**src/rtl/sdl_pkg.sv**
```systemverilog
package sdl_pkg;

    localparam int OVS       = 16;             // samples per bit
    localparam int OVS_W     = $clog2(OVS);
    localparam int MID_TICK  = OVS / 2 - 1;    // start-bit midpoint
    localparam int LAST_TICK = OVS - 1;        // one full bit later
    localparam int DBITS     = 8;
    localparam int WORD_W    = 16;

    typedef enum logic [2:0] {
        RX_IDLE,
        RX_START,
        RX_DATA,
        RX_PAR,
        RX_STOP
    } rx_state_e;

    typedef enum logic {
        WANT_FREQ,
        WANT_AMP
    } seq_state_e;

    typedef struct packed {
        logic [DBITS-1:0] data;
        logic             good;
        logic             bad;
    } rx_evt_t;

    function automatic int calc_div(input longint clk_hz, input longint baud);
        longint q;
        q = (clk_hz + (baud * OVS) / 2) / (baud * OVS);
        return (q < 1) ? 1 : int'(q);
    endfunction

    function automatic logic [WORD_W-1:0] amp_word(input logic [DBITS-1:0] b);
        return {1'b0, b, {(WORD_W-DBITS-1){1'b0}}};
    endfunction

    function automatic logic [WORD_W-1:0] freq_word(input logic [DBITS-1:0] b);
        return {{(WORD_W-DBITS){1'b0}}, b};
    endfunction

endpackage

```
**src/rtl/sdl_tick_gen.sv**
```systemverilog
module sdl_tick_gen #(
    parameter int DIV = 4
) (
    input  logic clk,
    input  logic rst,
    output logic tick_o
);
    localparam int CW = (DIV > 1) ? $clog2(DIV) : 1;
    localparam logic [CW-1:0] TOP = CW'(DIV - 1);

    logic [CW-1:0] cnt;

    always_ff @(posedge clk) begin
        if (rst) begin
            cnt    <= '0;
            tick_o <= 1'b0;
        end else begin
            tick_o <= (cnt == TOP);
            cnt    <= (cnt == TOP) ? '0 : cnt + 1'b1;
        end
    end

    // ticks are isolated pulses when the divisor exceeds one
    generate
        if (DIV > 1) begin : g_chk
            a_r2_tick_single: assert property (@(posedge clk) disable iff (rst)
                tick_o |=> !tick_o);
        end
    endgenerate
endmodule

```
**src/rtl/sdl_uart_rx.sv**
```systemverilog
module sdl_uart_rx
    import sdl_pkg::*;
(
    input  logic    clk,
    input  logic    rst,
    input  logic    tick_i,
    input  logic    rxd_i,
    output rx_evt_t evt_o
);
    logic                     rx_m, rx_s, prev_s;
    rx_state_e                state;
    logic [OVS_W-1:0]         os;
    logic [$clog2(DBITS)-1:0] idx;
    logic [DBITS-1:0]         shreg;
    logic                     par;

    always_ff @(posedge clk) begin
        if (rst) begin
            rx_m  <= 1'b1;
            rx_s  <= 1'b1;
        end else begin
            rx_m  <= rxd_i;
            rx_s  <= rx_m;
        end
    end

    always_ff @(posedge clk) begin
        if (rst) begin
            state  <= RX_IDLE;
            os     <= '0;
            idx    <= '0;
            shreg  <= '0;
            par    <= 1'b0;
            prev_s <= 1'b1;
            evt_o  <= '0;
        end else begin
            evt_o.good <= 1'b0;
            evt_o.bad  <= 1'b0;
            if (tick_i) begin
                prev_s <= rx_s;
                case (state)
                    RX_IDLE: begin
                        if (prev_s && !rx_s) begin
                            state <= RX_START;
                            os    <= '0;
                        end
                    end
                    RX_START: begin
                        if (os == OVS_W'(MID_TICK)) begin
                            os  <= '0;
                            idx <= '0;
                            state <= rx_s ? RX_IDLE : RX_DATA;
                        end else begin
                            os <= os + 1'b1;
                        end
                    end
                    RX_DATA: begin
                        os <= os + 1'b1;
                        if (os == OVS_W'(LAST_TICK)) begin
                            shreg <= {rx_s, shreg[DBITS-1:1]};
                            if (idx == $clog2(DBITS)'(DBITS - 1)) state <= RX_PAR;
                            else idx <= idx + 1'b1;
                        end
                    end
                    RX_PAR: begin
                        os <= os + 1'b1;
                        if (os == OVS_W'(LAST_TICK)) begin
                            par   <= rx_s;
                            state <= RX_STOP;
                        end
                    end
                    RX_STOP: begin
                        os <= os + 1'b1;
                        if (os == OVS_W'(LAST_TICK)) begin
                            state      <= RX_IDLE;
                            evt_o.data <= shreg;
                            if (rx_s && (^{shreg, par})) evt_o.good <= 1'b1;
                            else                         evt_o.bad  <= 1'b1;
                        end
                    end
                    default: state <= RX_IDLE;
                endcase
            end
        end
    end

    // a frame ends either good or bad, never both
    a_r7_good_bad_excl: assert property (@(posedge clk) disable iff (rst)
        !(evt_o.good && evt_o.bad));
    // a start bit found high at its midpoint returns to idle
    a_r9_glitch_drop: assert property (@(posedge clk) disable iff (rst)
        (tick_i && state == RX_START && os == OVS_W'(MID_TICK) && rx_s) |=> state == RX_IDLE);
    // frame results appear only when leaving the stop state
    a_r1_evt_from_stop: assert property (@(posedge clk) disable iff (rst)
        (evt_o.good || evt_o.bad) |-> state == RX_IDLE);
endmodule

```
**src/rtl/sdl_param_seq.sv**
```systemverilog
module sdl_param_seq
    import sdl_pkg::*;
#(
    parameter logic [WORD_W-1:0] FREQ_RST = 16'd500,
    parameter logic [WORD_W-1:0] AMP_RST  = 16'h7FFF
) (
    input  logic              clk,
    input  logic              rst,
    input  rx_evt_t           evt_i,
    output logic [WORD_W-1:0] freq_o,
    output logic [WORD_W-1:0] amp_o,
    output logic              freq_upd_o,
    output logic              amp_upd_o,
    output logic              err_o
);
    seq_state_e want;

    always_ff @(posedge clk) begin
        if (rst) begin
            want       <= WANT_FREQ;
            freq_o     <= FREQ_RST;
            amp_o      <= AMP_RST;
            freq_upd_o <= 1'b0;
            amp_upd_o  <= 1'b0;
            err_o      <= 1'b0;
        end else begin
            freq_upd_o <= 1'b0;
            amp_upd_o  <= 1'b0;
            if (evt_i.bad) err_o <= 1'b1;
            if (evt_i.good) begin
                if (want == WANT_FREQ) begin
                    freq_o     <= freq_word(evt_i.data);
                    freq_upd_o <= 1'b1;
                    want       <= WANT_AMP;
                end else begin
                    amp_o      <= amp_word(evt_i.data);
                    amp_upd_o  <= 1'b1;
                    want       <= WANT_FREQ;
                end
            end
        end
    end

    // sticky error, exclusive strobes, words change only with strobe
    a_r10_err_sticky: assert property (@(posedge clk) disable iff (rst)
        err_o |=> err_o);
    a_r10_strobe_excl: assert property (@(posedge clk) disable iff (rst)
        $onehot0({freq_upd_o, amp_upd_o}));
    a_r10_freq_quiet: assert property (@(posedge clk) disable iff (rst)
        !$stable(freq_o) |-> freq_upd_o);
    a_r10_amp_quiet: assert property (@(posedge clk) disable iff (rst)
        !$stable(amp_o) |-> amp_upd_o);
    // frequency writes are zero-extended
    a_r4_freq_zext: assert property (@(posedge clk) disable iff (rst)
        freq_upd_o |-> freq_o[WORD_W-1:DBITS] == '0);
    // amplitude writes are positive with clear low bits
    a_r5_amp_shape: assert property (@(posedge clk) disable iff (rst)
        amp_upd_o |-> (amp_o[WORD_W-DBITS-2:0] == '0 && !amp_o[WORD_W-1]));
    // strobes are single-cycle pulses
    a_r6_freq_pulse: assert property (@(posedge clk) disable iff (rst)
        freq_upd_o |=> !freq_upd_o);
    a_r6_amp_pulse: assert property (@(posedge clk) disable iff (rst)
        amp_upd_o |=> !amp_upd_o);
endmodule

```
**src/rtl/sdl_param_loader.sv**
```systemverilog
module sdl_param_loader
    import sdl_pkg::*;
#(
    parameter longint            CLK_HZ   = 250_000_000,
    parameter longint            BAUD     = 19_200,
    parameter logic [WORD_W-1:0] FREQ_RST = 16'd500,
    parameter logic [WORD_W-1:0] AMP_RST  = 16'h7FFF
) (
    input  logic              clk,
    input  logic              rst,
    input  logic              rxd_i,
    output logic [WORD_W-1:0] freq_step_o,
    output logic [WORD_W-1:0] amp_o,
    output logic              freq_upd_o,
    output logic              amp_upd_o,
    output logic              err_o
);
    localparam int DIV = calc_div(CLK_HZ, BAUD);

    logic    tick;
    rx_evt_t evt;

    sdl_tick_gen #(.DIV(DIV)) u_tick (
        .clk    (clk),
        .rst    (rst),
        .tick_o (tick)
    );

    sdl_uart_rx u_rx (
        .clk    (clk),
        .rst    (rst),
        .tick_i (tick),
        .rxd_i  (rxd_i),
        .evt_o  (evt)
    );

    sdl_param_seq #(.FREQ_RST(FREQ_RST), .AMP_RST(AMP_RST)) u_seq (
        .clk        (clk),
        .rst        (rst),
        .evt_i      (evt),
        .freq_o     (freq_step_o),
        .amp_o      (amp_o),
        .freq_upd_o (freq_upd_o),
        .amp_upd_o  (amp_upd_o),
        .err_o      (err_o)
    );
endmodule

```
**config.mk**
```make
export PLATFORM = sky130hd
export DESIGN_NAME = sdl_param_loader
export DESIGN_NICKNAME = d
export VERILOG_FILES = /design/src/rtl/sdl_pkg.sv /design/src/rtl/sdl_tick_gen.sv /design/src/rtl/sdl_uart_rx.sv /design/src/rtl/sdl_param_seq.sv /design/src/rtl/sdl_param_loader.sv
export SDC_FILE = /design/constraint.sdc
export NUM_CORES = 1
export LEC_CHECK = 0
export CORE_AREA = 2 2 88 69
export CTS_BUF_LIST = sky130_fd_sc_hd__clkbuf_2
export DETAILED_ROUTE_END_ITERATION = 8
export DIE_AREA = 0 0 90 71
export PLACE_DENSITY = 0.76
export SKIP_CTS_REPAIR_TIMING = 1
export SYNTH_ARGS = -nofsm -noshare
export SYNTH_HDL_FRONTEND = slang
export SYNTH_SLANG_ARGS = --single-unit
```
**constraint.sdc**
```tcl
create_clock -name clk -period 1.9 [get_ports clk]
set_input_delay 0.285 -clock clk [delete_from_list [all_inputs] [get_ports clk]]
set_output_delay 0.285 -clock clk [all_outputs]
set_load 0.02 [all_outputs]
```
==> After elaboration in Yosys (flattened, before gate mapping) <==
Cells that the tools add are included.
{ "totals": {"ff_bits": 71, "out_inout_bits": 35, "inputBits": 3, "wordCells": 80} }
{ "classes": {"n_mux": 19, "n_addsub": 3, "bitwise_logic": 5, "eq_ne": 15, "reduce_logical": 19} }
{ "ops": {"columns": ["op", "n"], "rows": [
  ["3-bit 2-to-1 mux", 9],
  ["3-bit one-hot mux with 5 select lines", 1],
  ["2-bit by 1-bit != test with 1-bit output (second input constant)", 6],
  ["4-bit one-hot mux with 3 select lines", 1],
  ["3-bit AND reduction", 4],
  ["10-bit by 1-bit adder with 10-bit output (second input constant)", 1],
  ["10-bit == test (second input constant)", 1],
  ["9-bit parity", 1],
  ["4-bit 2-to-1 mux", 2],
  ["7-bit AND reduction", 1],
  ["3-bit by 2-bit == test with 1-bit output (second input constant)", 2],
  ["3-bit == test (second input constant)", 2],
  ["3-bit one-hot mux with 2 select lines", 1],
  ["1-bit inverter", 5],
  ["5-bit AND reduction", 1],
  ["4-bit by 1-bit adder with 4-bit output (second input constant)", 1],
  ["4-bit by 3-bit == test with 1-bit output (second input constant)", 1],
  ["4-bit == test (second input constant)", 1],
  ["1-bit 2-to-1 mux", 4],
  ["2-bit AND reduction", 2],
  ["2-bit OR reduction", 2],
  ["4-bit OR reduction", 1],
  ["3-bit by 1-bit adder with 3-bit output (second input constant)", 1],
  ["3-bit by 1-bit == test with 1-bit output (second input constant)", 1],
  ["8 further kinds", 9]
]} }

==> Longest topological paths before layout <==
{ "depth": {"word_depth": 4, "mapped_depth": 7, "depth_no_buf": 7} }

==> Modules after synthesis <==
A second synthesis with hierarchy kept.
{ "hier_totals": {"hier_cells": 312, "hier_area_um2": 2961.6} }
{ "by_module_without_submodules": {"columns": ["module", "n_inst", "seq_area_each_um2", "cells_each", "area_each_um2"], "rows": [
  ["sdl_uart_rx", 1, 640.6, 164, 1545.2],
  ["sdl_param_seq", 1, 440.4, 95, 922.1],
  ["sdl_tick_gen", 1, 220.2, 53, 494.2]
]} }

==> Least setup slack after synthesis <==
No wires, ideal clock.
{ "synth_path": {"path_kind": "register to register", "startpoint": "reg u_rx.idx[0]", "endpoint": "reg u_rx.idx[0]", "path_stages_with_launch": 7, "t_arrival_ns": 1.937, "synth_period_minus_slack_ns": 2.004, "t_required_ns": 1.833, "path_slack_ns": -0.104, "path_buffers": 0, "setup_time_ns": 0.067, "path_cell_list": "dfxtp_1 ha_1 ha_1 o32a_1 or4_4 or3b_1 a21oi_2"} }
{ "synth_between": {"elab_chain_len": 4, "word_cells_on_any_way": 7, "classes_between": "add/sub: 1; eq/ne: 2; mux: 3; reduce/logical: 1"} }
{ "synth_rtl": {"columns": ["element", "line", "source"], "rows": [
  ["start, declared", "sdl_uart_rx.sv:13", "logic [$clog2(DBITS)-1:0] idx;"],
  ["start signal, assigned", "sdl_uart_rx.sv:62", "else idx <= idx + 1'b1;"],
  ["3-bit by 1-bit adder with 3-bit output", "sdl_uart_rx.sv:62", null],
  ["3-bit 2-to-1 mux", "sdl_uart_rx.sv:61", "if (idx == $clog2(DBITS)'(DBITS - 1)) state <= RX_PAR;"],
  ["3-bit 2-to-1 mux", "sdl_uart_rx.sv:59", "if (os == OVS_W'(LAST_TICK)) begin"],
  ["3-bit one-hot mux with 2 select lines", "sdl_uart_rx.sv:41", "case (state)"]
]} }
Parallel ways exist; a longest one is shown, timed or not. The select of a mux whose other input is x is not followed.
A chain may end at the register's enable or synchronous reset.

==> Worst setup path in the final report <==
Ends and elaborated chain as after synthesis.

==> results.sh <==
export IMPL_grt_max_degree=56
export IMPL_dr_pass1_iters=4
export IMPL_r2r_start="u_rx.idx[0]"
export IMPL_rsz0062_at_grt="yes"
export IMPL_max_freq_ghz=0.506
export IMPL_synth_commonest_cells="dfxtp_1 (65), nor2_1 (42), nand2_1 (28)"
export IMPL_final_hold_viol_count=0
export IMPL_cp_endpoint="u_rx.idx[0]"
export IMPL_power_density_nw_per_um2=656
export IMPL_antenna_left=0
export IMPL_worst_pin_slew_ns=0.634
export IMPL_total_power_mw=2.10
export IMPL_worstPathRequired_ns=2.31
export IMPL_status="finished, violations left"
export IMPL_synth_edf_count=0
export IMPL_routedWlPerCell_um=11.8
export IMPL_ir_worst_vdd_mv=0.424
export IMPL_antenna_found_initial=0
export IMPL_syn_avg_cell_area_um2=9.18
export IMPL_cp_end_kind="flop"
export IMPL_routed_via_density=4.96
export IMPL_clkTransAtPathRegs_ns=0.15
export IMPL_nNetsFinal=333
export IMPL_fp_dieH_um=71
export IMPL_r2r_end="u_rx.idx[0]"
export IMPL_crit_path_max_fanout=4
export IMPL_cts_max_level=3
export IMPL_track_usage_pct=16.1
export IMPL_dpl_hpwl_um=3310
export IMPL_port_buffers=29
export IMPL_synth_largest_area_cell="dfxtp_1"
export IMPL_cellLeakagePower_nw=1.25
export IMPL_r2r_slack_ns=-0.07
export IMPL_yosysWarnings=0
export IMPL_fin_skew_ns=0.0249
export IMPL_io_pins=38
export IMPL_first_iter_violations=100
export IMPL_critPathKind="flop to flop"
export IMPL_syn_area_um2=2740
export IMPL_gp_congestion=0.734
export IMPL_dieArea_um2=6390
export IMPL_yosys_most_used_dff="dfxtp_1"
export IMPL_drive_gt1_share_pct=11.8
export IMPL_start_kind="flop"
export IMPL_rows=24
export IMPL_drv_slew=0
export IMPL_ys_seq_area_share_pct=47.6
export IMPL_grt_ovfl_total=0
export IMPL_maxCapViolCount=0
export IMPL_netlist_area_leader_share_pct=47.6
export IMPL_hold_class="input pin to flop"
export IMPL_finalSetupViolCount=1
export IMPL_cts_tree="yes"
export IMPL_start_util_pct=49.0
export IMPL_drc=0
export IMPL_core_um2=5590
export IMPL_numCtsBuffers=9
export IMPL_slew_headroom_pct=57.7
export IMPL_totalWireLength_um=4830
export IMPL_synth_cell_type_count=38
export IMPL_yosysMostFrequentCell="dfxtp_1"
export IMPL_cp_arrival_ns=2.38
export IMPL_area_growth_pct=17.1
export IMPL_fin_crit_ns=1.97
export IMPL_synth_cells=298
export IMPL_ys_top_cells_by_area="dfxtp_1 (48%), mux2i_1 (6.6%), nor2_1 (5.8%)"
export IMPL_grt_pass1_wl_um=8250
export IMPL_whs_ns=0.226
export IMPL_cts_sinks=65
export IMPL_num_fill_cells=543
export IMPL_grt_pass1_vias=1877
export IMPL_ys_ff_latch=65
export IMPL_cts_root_buf="clkbuf_2"
export IMPL_diodes=0
export IMPL_die_width_um=90
export IMPL_cts_buffer_depth=2
export IMPL_vias=2023
export IMPL_async_flop_share_pct=0
export IMPL_setup_worst_path_start="u_rx.idx[0]"
export IMPL_worstSkewPairLatency_ns=0.48
export IMPL_fin_crit_sh_pct=104
export IMPL_final_setup_tns_ns=-0.0745
export IMPL_fin_ws_ns=-0.0745
export IMPL_violations="setup timing"
export IMPL_ff2ff_path_depth=6
==> state kept, by name, indices dropped and copies added, names as in the netlist <==
signal,flops
u_seq.amp_o,9
u_rx.os,4
u_tick.cnt,10
u_rx.evt_o,10
u_rx.rx_m,1
u_rx.idx,3
u_seq.err_o,1
u_rx.state,3
u_rx.par,1
u_seq.amp_upd_o,1
u_rx.shreg,8
u_seq.freq_o,9
u_rx.prev_s,1
u_seq.freq_upd_o,1
u_seq.want,1
u_tick.tick_o,1
u_rx.rx_s,1
==> worst min-delay path by stage <==
| stage | from | to | slack (ns) | cells after the start |
|---|---|---|---|---|
| detailed placement | u_rx.rx_m | u_rx.rx_s | 0.39 | 1 |
| CTS | rst | u_rx.idx[0] | 0.19 | 3 |
| finish | rst | u_rx.idx[0] | 0.23 | 3 |
| floorplan | rxd_i | u_rx.rx_m | 0.39 | 1 |
| global placement | u_rx.rx_m | u_rx.rx_s | 0.40 | 1 |
| global route | rst | u_rx.evt_o[9] | 0.19 | 3 |
==> per-stage QoR <==
stage | instances | util, % | instance area (µm²) | setup slack, ns
floorplan | 305 | - | 2790 | -0.0326
global placement | 392 | 55.3 | 3090 | -0.0453
detailed placement | 392 | 55.3 | 3090 | -0.0681
CTS | 408 | 56.9 | 3180 | -0.106
global route | 408 | 57.3 | 3200 | -0.133
finish | 408 | 57.3 | 3200 | -0.0745
==> final cells by class <==
cell class              count  area, µm²  share of cell area, %
multi-input cells         207       1310                   41.0
clock inverters             5       32.5                   1.02
inverters                   4       15.0                  0.469
well taps                  78       97.6                   3.05
flip-flops and latches     65       1310                   40.8
repair buffers             38        383                   12.0
clock buffers              11       55.1                   1.72
==> placed cells by master, fill, tap and decap left out, drive strengths merged, types with 6 or more instances in the layout <==
cell	n
a211o	10
a21oi	14
and3	11
buf	10
clkbuf	11
clkdlybuf4s50	21
conb	8
dfxtp	65
dlymetal6s2s	7
mux2i	18
nand2	28
nand2b	6
nand3	8
nand3b	6
nor2	42
xnor2	6
xor2	9
==> where the power goes <==
group	internal, mW	switching [mW]	total, mW	leakage, nW
clock	0.182	0.477	0.658	0.0657
sequential	1.37	0.00534	1.38	0.526
combinational	0.0192	0.0442	0.0634	0.658
==> critical path, stage by stage, from the launching register on <==
cell and delay [ns]:
dfxtp_2 0.37, ha_4 0.16, ha_4 0.15, o32a_1 0.28
or4_4 0.43, or3b_1 0.41, a21oi_2 0.13
==> cell families (layout without fill, tap and decap cells) <==
kind of cell	count (synthesis)	count (layout)	synth area share, %
AND/OR/NAND/NOR	126	126	22.9
flip-flops	65	65	47.6
AO/OA/AOI/OAI	34	34	8.37
buffers and inverters	33	58	6.54
multiplexers	18	18	6.59
XOR/XNOR	16	16	5.63
adder cells (fa/ha/maj)	5	5	2.29
other	1	8	0.137
==> per-layer routing <==
metal / vias to the layer above / routed length (µm) / track usage (%)
li1: 1033 / - / -
met1: 952 / 2390 / 20.5
met2: 34 / 2190 / 24.7
met3: 4 / 209 / 6.50
met4: 0 / 36 / 6.15
met5: - / 0 / 0
Note: power is estimated with default switching activity, not from simulation.
